$ cat src/rtl/smbt_pkg.sv
package smbt_pkg;

  // Byte slot of the current transfer
  typedef enum logic [3:0] {
    PH_IDLE  = 4'd0,
    PH_ADDR  = 4'd1,
    PH_CMD   = 4'd2,
    PH_WDATA = 4'd3,
    PH_WPEC  = 4'd4,
    PH_RADDR = 4'd5,
    PH_RDATA = 4'd6,
    PH_RPEC  = 4'd7,
    PH_SKIP  = 4'd8
  } phase_t;

  localparam logic [3:0] BIT_ACK  = 4'd8;
  localparam logic [3:0] BIT_LAST = 4'd7;

endpackage

$ cat src/rtl/smbt_line_sync.sv
module smbt_line_sync #(
  parameter int unsigned STAGES = 2   // must be 2 or more
) (
  input  logic clk,
  input  logic rst_n,
  input  logic scl_i,
  input  logic sda_i,
  output logic scl_q,
  output logic sda_q,
  output logic scl_rise,
  output logic scl_fall,
  output logic start_det,
  output logic stop_det
);

  logic [STAGES-1:0] scl_ff, sda_ff;
  logic              scl_p, sda_p;

  always_ff @(posedge clk or negedge rst_n) begin
    if (!rst_n) begin
      scl_ff <= '1;
      sda_ff <= '1;
      scl_p  <= 1'b1;
      sda_p  <= 1'b1;
    end else begin
      scl_ff <= {scl_ff[STAGES-2:0], scl_i};
      sda_ff <= {sda_ff[STAGES-2:0], sda_i};
      scl_p  <= scl_ff[STAGES-1];
      sda_p  <= sda_ff[STAGES-1];
    end
  end

  assign scl_q     = scl_ff[STAGES-1];
  assign sda_q     = sda_ff[STAGES-1];
  assign scl_rise  = scl_q & ~scl_p;
  assign scl_fall  = ~scl_q & scl_p;
  assign start_det = scl_q & scl_p & sda_p & ~sda_q;
  assign stop_det  = scl_q & scl_p & ~sda_p & sda_q;

endmodule

$ cat src/rtl/smbt_crc8.sv
module smbt_crc8 #(
  parameter logic [7:0] POLY = 8'h07
) (
  input  logic [7:0] crc_in,
  input  logic [7:0] data_in,
  output logic [7:0] crc_out
);

  logic [8:0][7:0] chain;

  assign chain[0] = crc_in;

  generate
    for (genvar gi = 0; gi < 8; gi++) begin : g_bit
      assign chain[gi+1] = {chain[gi][6:0], 1'b0}
                         ^ (POLY & {8{chain[gi][7] ^ data_in[7-gi]}});
    end
  endgenerate

  assign crc_out = chain[8];

endmodule

$ cat src/rtl/smbt_stretch.sv
module smbt_stretch #(
  parameter int unsigned    CW    = 8,
  parameter logic [CW-1:0]  LIMIT = 8'd200   // must be 3 or more
) (
  input  logic clk,
  input  logic rst_n,
  input  logic hold_req,
  output logic scl_oe,
  output logic expire
);

  logic [CW-1:0] cnt_q, cnt_d;

  always_comb begin
    cnt_d = cnt_q;
    if (!hold_req)           cnt_d = '0;
    else if (cnt_q != LIMIT) cnt_d = cnt_q + {{(CW-1){1'b0}}, 1'b1};
  end

  always_ff @(posedge clk or negedge rst_n) begin
    if (!rst_n) cnt_q <= '0;
    else        cnt_q <= cnt_d;
  end

  assign scl_oe = hold_req & (cnt_q != LIMIT);
  // warn two cycles early so the data line settles before release
  assign expire = hold_req & (cnt_q == LIMIT - CW'(2));


  stretch_bound_chk: assert property (@(posedge clk) disable iff (!rst_n)
    scl_oe |-> (cnt_q < LIMIT));

endmodule

$ cat src/rtl/smb_tgt.sv
module smb_tgt
  import smbt_pkg::*;
#(
  parameter logic [6:0]  TGT_ADDR    = 7'h5A,
  parameter int unsigned CLK_KHZ     = 200000,
  parameter int unsigned STRETCH_US  = 24000,
  parameter int unsigned SYNC_STAGES = 2,
  parameter logic [7:0]  CRC_POLY    = 8'h07
) (
  input  logic       clk,
  input  logic       rst_n,
  input  logic       scl_i,
  input  logic       sda_i,
  output logic       scl_oe,
  output logic       sda_oe,
  output logic [7:0] reg_cmd,
  input  logic       reg_known,
  output logic       reg_wr,
  output logic [7:0] reg_wdata,
  output logic       reg_rd,
  input  logic       reg_rvalid,
  input  logic [7:0] reg_rdata,
  output logic       unsup_cmd,
  output logic       comm_err
);

  localparam longint unsigned LIMIT_CYC =
    (longint'(CLK_KHZ) * longint'(STRETCH_US)) / 64'd1000;
  localparam int unsigned CW = $clog2(LIMIT_CYC + 1);

  // reset: asynchronous assert, synchronous release
  logic [1:0] rst_ff;
  logic       rst_s;

  always_ff @(posedge clk or negedge rst_n) begin
    if (!rst_n) rst_ff <= 2'b00;
    else        rst_ff <= {rst_ff[0], 1'b1};
  end
  assign rst_s = rst_ff[1];

  logic scl_q, sda_q, scl_rise, scl_fall, start_det, stop_det;

  smbt_line_sync #(.STAGES(SYNC_STAGES)) u_sync (
    .clk(clk), .rst_n(rst_s), .scl_i(scl_i), .sda_i(sda_i),
    .scl_q(scl_q), .sda_q(sda_q), .scl_rise(scl_rise), .scl_fall(scl_fall),
    .start_det(start_det), .stop_det(stop_det)
  );

  phase_t     phase_q, phase_d;
  logic [3:0] bit_q, bit_d;
  logic [7:0] rx_q, rx_d, tx_q, tx_d;
  logic       sda_q_oe, sda_d_oe;
  logic       skip_q, skip_d;
  logic [7:0] cmd_q, cmd_d, data_q, data_d, crc_q, crc_d;
  logic       nak_q, nak_d;
  logic       wait_q, wait_d, settle_q, settle_d;
  logic [7:0] rdat_q, rdat_d;
  logic       seen_q, seen_d, out_q, out_d;
  logic       wr_q, wr_d, rd_q, rd_d, uns_q, uns_d, err_q, err_d;
  logic [7:0] crc_nx;
  logic       expire, tx_phase, addr_hit;

  smbt_crc8 #(.POLY(CRC_POLY)) u_crc (
    .crc_in(crc_q), .data_in(rx_q), .crc_out(crc_nx)
  );

  smbt_stretch #(.CW(CW), .LIMIT(CW'(LIMIT_CYC))) u_stretch (
    .clk(clk), .rst_n(rst_s), .hold_req(wait_q | settle_q),
    .scl_oe(scl_oe), .expire(expire)
  );

  assign tx_phase = (phase_q == PH_RDATA) || (phase_q == PH_RPEC);
  assign addr_hit = (rx_q[7:1] == TGT_ADDR);

  always_comb begin
    phase_d  = phase_q;  bit_d  = bit_q;   rx_d   = rx_q;   tx_d  = tx_q;
    sda_d_oe = sda_q_oe; skip_d = skip_q;  cmd_d  = cmd_q;  data_d = data_q;
    crc_d    = crc_q;    nak_d  = nak_q;   wait_d = wait_q; settle_d = 1'b0;
    rdat_d   = rdat_q;   seen_d = seen_q;  out_d  = out_q;
    wr_d = 1'b0; rd_d = 1'b0; uns_d = 1'b0; err_d = 1'b0;

    if (out_q && reg_rvalid) begin
      rdat_d = reg_rdata;
      seen_d = 1'b1;
      out_d  = 1'b0;
    end

    if (stop_det) begin
      phase_d  = PH_IDLE;
      sda_d_oe = 1'b0;
      wait_d   = 1'b0;
    end else if (start_det) begin
      if (phase_q == PH_WDATA && bit_q == 4'd0) begin
        phase_d = PH_RADDR;
      end else begin
        phase_d = PH_ADDR;
        crc_d   = 8'h00;
      end
      bit_d    = 4'd0;
      skip_d   = 1'b1;
      sda_d_oe = 1'b0;
      wait_d   = 1'b0;
    end else if (wait_q) begin
      if (seen_q) begin
        tx_d     = rdat_q;
        sda_d_oe = ~rdat_q[7];
        wait_d   = 1'b0;
        settle_d = 1'b1;
      end else if (expire) begin
        tx_d     = 8'h00;
        sda_d_oe = 1'b1;
        wait_d   = 1'b0;
        settle_d = 1'b1;
        out_d    = 1'b0;
      end
    end else if (phase_q != PH_IDLE) begin
      if (scl_rise) begin
        if (bit_q < BIT_ACK) rx_d = {rx_q[6:0], sda_q};
        else if (tx_phase)   nak_d = sda_q;
      end else if (scl_fall) begin
        if (skip_q) begin
          skip_d = 1'b0;
        end else if (bit_q == BIT_LAST) begin
          bit_d    = BIT_ACK;
          sda_d_oe = 1'b0;
          nak_d    = 1'b1;
          case (phase_q)
            PH_ADDR: if (addr_hit && !rx_q[0]) begin
              sda_d_oe = 1'b1; nak_d = 1'b0; crc_d = crc_nx;
            end
            PH_CMD: begin
              sda_d_oe = 1'b1; nak_d = 1'b0; crc_d = crc_nx; cmd_d = rx_q;
            end
            PH_WDATA: begin
              sda_d_oe = 1'b1; nak_d = 1'b0; crc_d = crc_nx; data_d = rx_q;
            end
            PH_WPEC: if (rx_q == crc_q) begin
              sda_d_oe = 1'b1; nak_d = 1'b0;
              if (reg_known) wr_d = 1'b1;
              else           uns_d = 1'b1;
            end else begin
              err_d = 1'b1;
            end
            PH_RADDR: if (addr_hit && rx_q[0]) begin
              sda_d_oe = 1'b1; nak_d = 1'b0; crc_d = crc_nx;
              if (reg_known) begin
                rd_d = 1'b1; out_d = 1'b1; seen_d = 1'b0;
              end else begin
                rdat_d = 8'h00; seen_d = 1'b1; uns_d = 1'b1;
              end
            end
            PH_RDATA: crc_d = crc_nx;
            default: ;
          endcase
        end else if (bit_q == BIT_ACK) begin
          bit_d    = 4'd0;
          sda_d_oe = 1'b0;
          case (phase_q)
            PH_ADDR:  phase_d = nak_q ? PH_SKIP : PH_CMD;
            PH_CMD:   phase_d = PH_WDATA;
            PH_WDATA: phase_d = PH_WPEC;
            PH_RADDR: if (nak_q) begin
              phase_d = PH_SKIP;
            end else begin
              phase_d = PH_RDATA;
              if (seen_q) begin
                tx_d     = rdat_q;
                sda_d_oe = ~rdat_q[7];
              end else begin
                wait_d = 1'b1;
              end
            end
            PH_RDATA: if (nak_q) begin
              phase_d = PH_SKIP;
            end else begin
              phase_d  = PH_RPEC;
              tx_d     = crc_q;
              sda_d_oe = ~crc_q[7];
            end
            default:  phase_d = PH_SKIP;
          endcase
        end else begin
          bit_d = bit_q + 4'd1;
          if (tx_phase) begin
            tx_d     = {tx_q[6:0], 1'b0};
            sda_d_oe = ~tx_q[6];
          end
        end
      end
    end
  end

  always_ff @(posedge clk or negedge rst_s) begin
    if (!rst_s) begin
      phase_q  <= PH_IDLE; bit_q  <= 4'd0;  rx_q   <= 8'h00; tx_q <= 8'h00;
      sda_q_oe <= 1'b0;    skip_q <= 1'b0;  cmd_q  <= 8'h00; data_q <= 8'h00;
      crc_q    <= 8'h00;   nak_q  <= 1'b1;  wait_q <= 1'b0;  settle_q <= 1'b0;
      rdat_q   <= 8'h00;   seen_q <= 1'b0;  out_q  <= 1'b0;
      wr_q <= 1'b0; rd_q <= 1'b0; uns_q <= 1'b0; err_q <= 1'b0;
    end else begin
      phase_q  <= phase_d;  bit_q  <= bit_d;  rx_q   <= rx_d;   tx_q <= tx_d;
      sda_q_oe <= sda_d_oe; skip_q <= skip_d; cmd_q  <= cmd_d;  data_q <= data_d;
      crc_q    <= crc_d;    nak_q  <= nak_d;  wait_q <= wait_d; settle_q <= settle_d;
      rdat_q   <= rdat_d;   seen_q <= seen_d; out_q  <= out_d;
      wr_q <= wr_d; rd_q <= rd_d; uns_q <= uns_d; err_q <= err_d;
    end
  end

  assign sda_oe    = sda_q_oe;
  assign reg_cmd   = cmd_q;
  assign reg_wdata = data_q;
  assign reg_wr    = wr_q;
  assign reg_rd    = rd_q;
  assign unsup_cmd = uns_q;
  assign comm_err  = err_q;


  sda_quiet_chk: assert property (@(posedge clk) disable iff (!rst_s)
    ($rose(sda_oe) || $fell(sda_oe)) |-> !scl_q);


  stretch_slot_chk: assert property (@(posedge clk) disable iff (!rst_s)
    $rose(scl_oe) |-> (phase_q == PH_RDATA && bit_q == 4'd0));


  commit_slot_chk: assert property (@(posedge clk) disable iff (!rst_s)
    reg_wr |-> (phase_q == PH_WPEC && bit_q == BIT_ACK && sda_oe));


  one_event_chk: assert property (@(posedge clk) disable iff (!rst_s)
    $onehot0({reg_wr, reg_rd, unsup_cmd, comm_err}));


  idle_quiet_chk: assert property (@(posedge clk) disable iff (!rst_s)
    (phase_q == PH_IDLE) |-> (!scl_oe && !sda_oe));

endmodule

$ cat config.mk
export PLATFORM = sky130hd
export DESIGN_NAME = smb_tgt
export DESIGN_NICKNAME = d
export VERILOG_FILES = /design/src/rtl/smbt_pkg.sv /design/src/rtl/smbt_line_sync.sv /design/src/rtl/smbt_crc8.sv /design/src/rtl/smbt_stretch.sv /design/src/rtl/smb_tgt.sv
export SDC_FILE = /design/constraint.sdc
export NUM_CORES = 1
export LEC_CHECK = 0
export ABC_CLOCK_PERIOD_IN_PS = 4850
export BUFFER_PORTS_ARGS = -buffer_cell sky130_fd_sc_hd__buf_4
export CORE_AREA = 2 2 94 96
export CTS_CLUSTER_DIAMETER = 150
export DETAILED_ROUTE_END_ITERATION = 10
export DIE_AREA = 0 0 96 98
export MAX_ROUTING_LAYER = met4
export PLACE_DENSITY = 0.93
export SLEW_MARGIN = 20
export SYNTH_ARGS = -nofsm -noshare
export SYNTH_HDL_FRONTEND = slang
export SYNTH_HIERARCHICAL = 1
export SYNTH_SLANG_ARGS = --single-unit
$ cat constraint.sdc
create_clock -name clk -period 4.85 [get_ports clk]
set_input_delay 0 -clock clk [delete_from_list [all_inputs] [get_ports clk]]
set_output_delay 0 -clock clk [all_outputs]
set_load 0.1 [all_outputs]
* Yosys cells after proc, flatten, opt, wreduce, memory -nomap -nowiden
Index checks and enable logic that the tools add are counted.
** Storage, ports and cells
- Logic and storage cells :: 321
- Output and inout port bits :: 22
- Input port bits :: 14
- Flip-flop bits (word level) :: 97
** Operators by class
- Reduce and logical (&&, ||, !) cells :: 35
- Bitwise gates (word level) :: 38
- Add/sub/neg operators :: 2
- Equal/unequal tests :: 38
- $lt $le $gt $ge :: 1
- Muxes and demuxes :: 182
** Operator list (number)
- 8-bit two-way mux :: 22
- 1-bit two-way mux :: 117
- 7-bit two-way mux :: 13
- 4-bit two-way mux :: 20
- 8-bit by 3-bit bitwise XOR with 8-bit output :: 8
- 23-bit two-way mux :: 2
- 9-bit AND reduction :: 3
- 8-bit one-hot mux with 3 select lines :: 1
- 23-bit by 1-bit adder with 23-bit output (second input constant) :: 1
- 23-bit equality test (second input constant) :: 1
- 23-bit inequality test (second input constant) :: 1
- 4-bit by 3-bit equality test with 1-bit output (second input constant) :: 5
- 4-bit one-hot mux with 5 select lines :: 1
- 6-bit AND reduction :: 3
- 4-bit nonzero test :: 4
- 3-bit inequality test (second input constant) :: 5
- 2-bit inequality test (second input constant) :: 7
- 7-bit one-hot mux with 2 select lines :: 1
- 2-bit nonzero test :: 7
- 13-bit AND reduction :: 1
- 4-bit inequality test (second input constant) :: 3
- 1-bit inverter :: 12
- 3-bit nonzero test :: 4
- 11-bit AND reduction :: 1
- other kinds (27) :: 53

* Longest topological paths before layout
- Depth in word-level cells :: 25
- Depth in mapped cells :: 12
- Mapped depth without buffers :: 9

* By module
The synthesis kept the hierarchy.
** By module, submodules not included
- smb_tgt :: times used 1, cells each 343, area an instance 3612.2 µm², seq. area each 1702.9 µm²
- smbt_stretch :: times used 1, cells each 139, area an instance 1323.8 µm², seq. area each 575.6 µm²
- smbt_line_sync :: times used 1, cells each 10, area an instance 190.2 µm², seq. area each 157.7 µm²
- smbt_crc8 :: times used 1, cells each 21, area an instance 183.9 µm², seq. area each 0.0 µm²

* Worst setup path before layout
OpenSTA, ideal clock, no wires.
- Path type :: reg-to-output
- Start point :: reg wait_q
- End point :: out scl_oe
- Buffers on the path :: 3
- Arrival :: 2.868 ns
- Cell stages (with the launch flop) :: 7
- Setup slack :: 1.982 ns
- Required time :: 4.850 ns
- Path through :: dfrtp_1 -> buf_6 -> clkbuf_1 -> clkbuf_1 -> or2_2 -> clkinv_1 -> a21oi_1
** On the way
- Word-level cells in the longest chain between the ends :: 2
** Ends and longest elaborated chain
- start: declaration :: RTL line smb_tgt.sv:56 : logic wait_q, wait_d, settle_q, settle_d;
- start signal: assignment :: RTL line smb_tgt.sv:203 : crc_q <= crc_d; nak_q <= nak_d; wait_q <= wait_d; settle_q <= settle_d;
- 1-bit bitwise OR :: RTL line smb_tgt.sv:68 : .clk(clk), .rst_n(rst_s), .hold_req(wait_q | settle_q),
- 1-bit bitwise AND :: RTL line smbt_stretch.sv:25 : assign scl_oe = hold_req & (cnt_q != LIMIT);
- end: declaration :: RTL line smb_tgt.sv:14 : output logic scl_oe,
Every way passes these cells.

* Worst setup path after layout
- Start point :: reg u_stretch.cnt_q[14]
- End point :: reg tx_q[0]
** On the way
- Word-level cells in the longest chain between the ends :: 4
** Ends and longest elaborated chain
- start: declaration :: RTL line smbt_stretch.sv:12 : logic [CW-1:0] cnt_q, cnt_d;
- start signal: assignment :: RTL line smbt_stretch.sv:22 : else cnt_q <= cnt_d;
- 23-bit equality test :: RTL line smbt_stretch.sv:27 : assign expire = hold_req & (cnt_q == LIMIT - CW'(2));
- 1-bit bitwise AND :: RTL line smbt_stretch.sv:27
- via expire :: RTL line smb_tgt.sv:61 : logic expire, tx_phase, addr_hit;
- 3-bit by 1-bit inequality test with 1-bit output (no line)
- 13-bit AND reduction (no line)
- end signal: assignment :: RTL line smb_tgt.sv:201 : phase_q <= phase_d; bit_q <= bit_d; rx_q <= rx_d; tx_q <= tx_d;
- end: declaration :: RTL line smb_tgt.sv:51 : logic [7:0] rx_q, rx_d, tx_q, tx_d;
The timed path passes the listed nets, and every way through them passes these cells.
A chain may end at the register's enable or synchronous reset.

==> flow_summary.ini <==
[final_layout]
layout_commonest_cell = dfrtp_1
layout-drive-gt1-share = 0.189
mostFrequentLayoutCells = dfrtp_1 (89), buf_4 (37), nand2_1 (34)
area_growth_pct = 13.5
nNetsFinal = 576
diodes = 0

[power_and_ir_drop]
pwr_density_cell_nw_per_um2 = 327
worst_ir_drop_vdd_uv = 247
static_leakage_nw = 2.57
p_total_mw = 1.97

[timing]
maxSlewViolCount = 0
fin_crit_share = 0.638
achievable-frequency_mhz = 323
final-hold-violation-count = 0
fin_tns_setup_ns = 0
setup_repair_after_global_routing_missed_its_margin = no
maxSlewHeadroom = 0.432
worst_clock_skew_ns = 0.0146
period_needed_ns = 3.10
setup_viol = 0
max_slew.worst_pin.slew_ns = 0.852

[drt]
avgRoutedWirePerCell_um = 18.4
drc = 0
antenna_left = 0
vias_per_instance = 6.40
dr_total_vias = 4291
drt_first_pass_iters = 5
first_iter_violations = 459
wirelength_um = 12300

[clocking]
cts-htree-levels = 3
cts-root-buf = clkbuf_8
clock_sink_count = 97
clkSlewWorstSetupHoldPaths_ns = 0.10
cts_max_path_bufs = 2
post_cts.resized_instances = 0
cts_setup_buffers = 0
worstSkewPairLatency_ns = 0.37
post_cts_hold_buffer_count = 22
cts-buffers-inserted = 9
cts_tree = built

[setup_path]
worstPathMaxFanout = 8
critPathRequiredTime_ns = 5.11
crit_slowest_cell = or4_1
startpoint_type = flip-flop
cell_breakdown_of_the_critical_path = or4_1 > nor4_4 > nand4_1 > nor3_1 > o21ai_0 > nor2_1 > a31oi_4 > mux2_2
worstSetupEndpointType = flip-flop
critPathKind = reg -> reg
crit_path_max_incr_delay_ns = 0.58
critPathArrivalTime_ns = 3.35

[yosys]
ys_seq_area_frac = 0.459
synth_cell_type_count = 68
postSynth.topFlopCell = dfrtp_1
synth_edf_count = 0
postSynth.asyncResetShare = 1.00
synthesis.area_um2 = 5310
synthesis.nets = 532
synth.yosys.warnings = 6
postSynthRegisterBits = 97
syn-mean-instance-area_um2 = 10.4
syn-instance-count = 513

[global_routing]
met1_track_usage_gr = 0.344
initial_antenna_violation_count = 0
globalRouteMet3Util = 0.0525
wire_length_of_the_first_global_routing_pass_um = 20700
routing_usage_on_met2 = 0.468
pin_count_of_the_biggest_net_entering_global_routing = 60
grt_use_total = 0.286
grt_pass1_vias = 4370
busiest_layer = met2
grt_overflow = 0

[status]
run_status = complete, no violations

[placement]
finalWeightedCongestion = 0.968
post-dp-hpwl_um = 8140
io_buffers = 35

[run]
cap_violations = 0

[floorplanning]
initial_utilization = 0.627
design.core.area_um2 = 8470
row_count = 34
chipHeight_um = 98
pin_count = 36
fp.dieArea_um2 = 9410
die_width_um = 96

[hold_path]
timing.hold.worst.class = reg -> async
==> routing by layer <==
layer | wire length, um | vias up
met5 | 0 | -
met3 | 741 | 48
li1 | - | 1949
met4 | 375 | 0
met1 | 4960 | 2093
met2 | 6220 | 201
==> registers in the layout (all words and copies together), names as in the netlist, 2 cells and up <==
name and flops:
u_sync/scl_ff 2, u_sync/sda_ff 2, phase_q 4, u_stretch/cnt_q 23, tx_q 7, rx_q 8, bit_q 4, crc_q 8
reg_cmd 8, rst_ff 2, reg_wdata 8, rdat_q 8
==> stage by stage <==
step	setup WS, ns	util	std cells	hold WS, ns	area, um2
floorplan	1.96	-	513	-0.296	5310
global placement	2.06	0.662	632	-0.217	5600
detailed placement	1.89	0.662	632	-0.216	5600
CTS	1.82	0.712	670	0.268	6030
global route	1.59	0.712	670	0.270	6030
finish	1.75	0.712	670	0.285	6030
==> layout make-up <==
cell class              count  area, um2
multi-input cells         369       2670
well taps                 108        135
clock inverters             6       75.1
flip-flops and latches     97       2440
repair buffers             59        498
fillers                   561       2440
clock buffers              10        128
inverters                  21       78.8
==> worst paths after layout <==
check                                     from  depth (start not counted)  slack (ns)             endpoint
setup / recovery           u_stretch/cnt_q[14]                          8        1.75              tx_q[0]
hold / removal                       rst_ff[1]                          0        0.29             crc_q[5]
setup reg to reg           u_stretch/cnt_q[14]                          8        1.75              tx_q[0]
hold reg to reg                      rst_ff[1]                          0        0.29             crc_q[5]
max in group asynchronous            rst_ff[1]                          1        3.46  u_stretch/cnt_q[16]
min in group clk                         sda_i                          2        0.29     u_sync/sda_ff[0]
==> cells in the mapped netlist (2+ instances only) <==
library cell,n,area share
dfrtp_1,90,0.42
nand2_1,34,0.024
nor2_1,32,0.023
a21oi_1,29,0.027
xnor2_1,26,0.043
mux2_2,25,0.053
nand3_1,23,0.022
inv_1,20,0.014
mux2i_1,20,0.038
xor2_1,14,0.023
clkbuf_1,12,0.0085
nand4_1,11,0.013
nor2b_1,11,0.013
o21ai_0,11,0.010
a31oi_1,10,0.012
buf_2,10,0.0094
nand2b_1,10,0.012
a22o_1,9,0.015
a211oi_1,8,0.011
nor3_1,8,0.0075
dfstp_2,7,0.035
or3_1,6,0.0071
ha_1,5,0.012
nand3b_1,5,0.0071
nor4_1,5,0.0059
o31ai_1,5,0.0071
or4_1,5,0.0071
a32o_1,4,0.0075
a41oi_1,4,0.0066
nor3b_1,4,0.0057
nor4_4,4,0.016
and4_1,3,0.0049
or2_2,3,0.0035
a32oi_1,2,0.0033
and3_1,2,0.0024
and4b_1,2,0.0038
nor3_2,2,0.0038
o41ai_1,2,0.0033
==> kinds of logic (layout without fill, tap and decap cells) <==
| kind of cell | Yosys count | count (layout) | share of synthesized area |
|---|---|---|---|
| other | 1 | 1 | 0.000706 |
| adders and majority gates | 5 | 5 | 0.0118 |
| xor gates and xnor gates | 40 | 40 | 0.0660 |
| muxes | 45 | 45 | 0.0907 |
| and+or+nand+nor | 182 | 182 | 0.206 |
| buffers and inverters | 47 | 96 | 0.0379 |
| AOI/OAI and AO/OA | 96 | 96 | 0.128 |
| DFF | 97 | 97 | 0.459 |
==> report_power, final <==
group          total, mW  internal [mW]  switching [mW]
Clock              0.543          0.247           0.296
Combinational      0.440          0.203           0.237
Sequential         0.988          0.860           0.129
==> critical path: cells and delay by family, from the launching register on <==
family	cells	cell delay [ns]
muxes	1	0.32
and+or+nand+nor	5	1.93
AOI/OAI and AO/OA	2	0.33
DFF	1	0.41
Note: power is estimated with default switching activity, not from simulation.
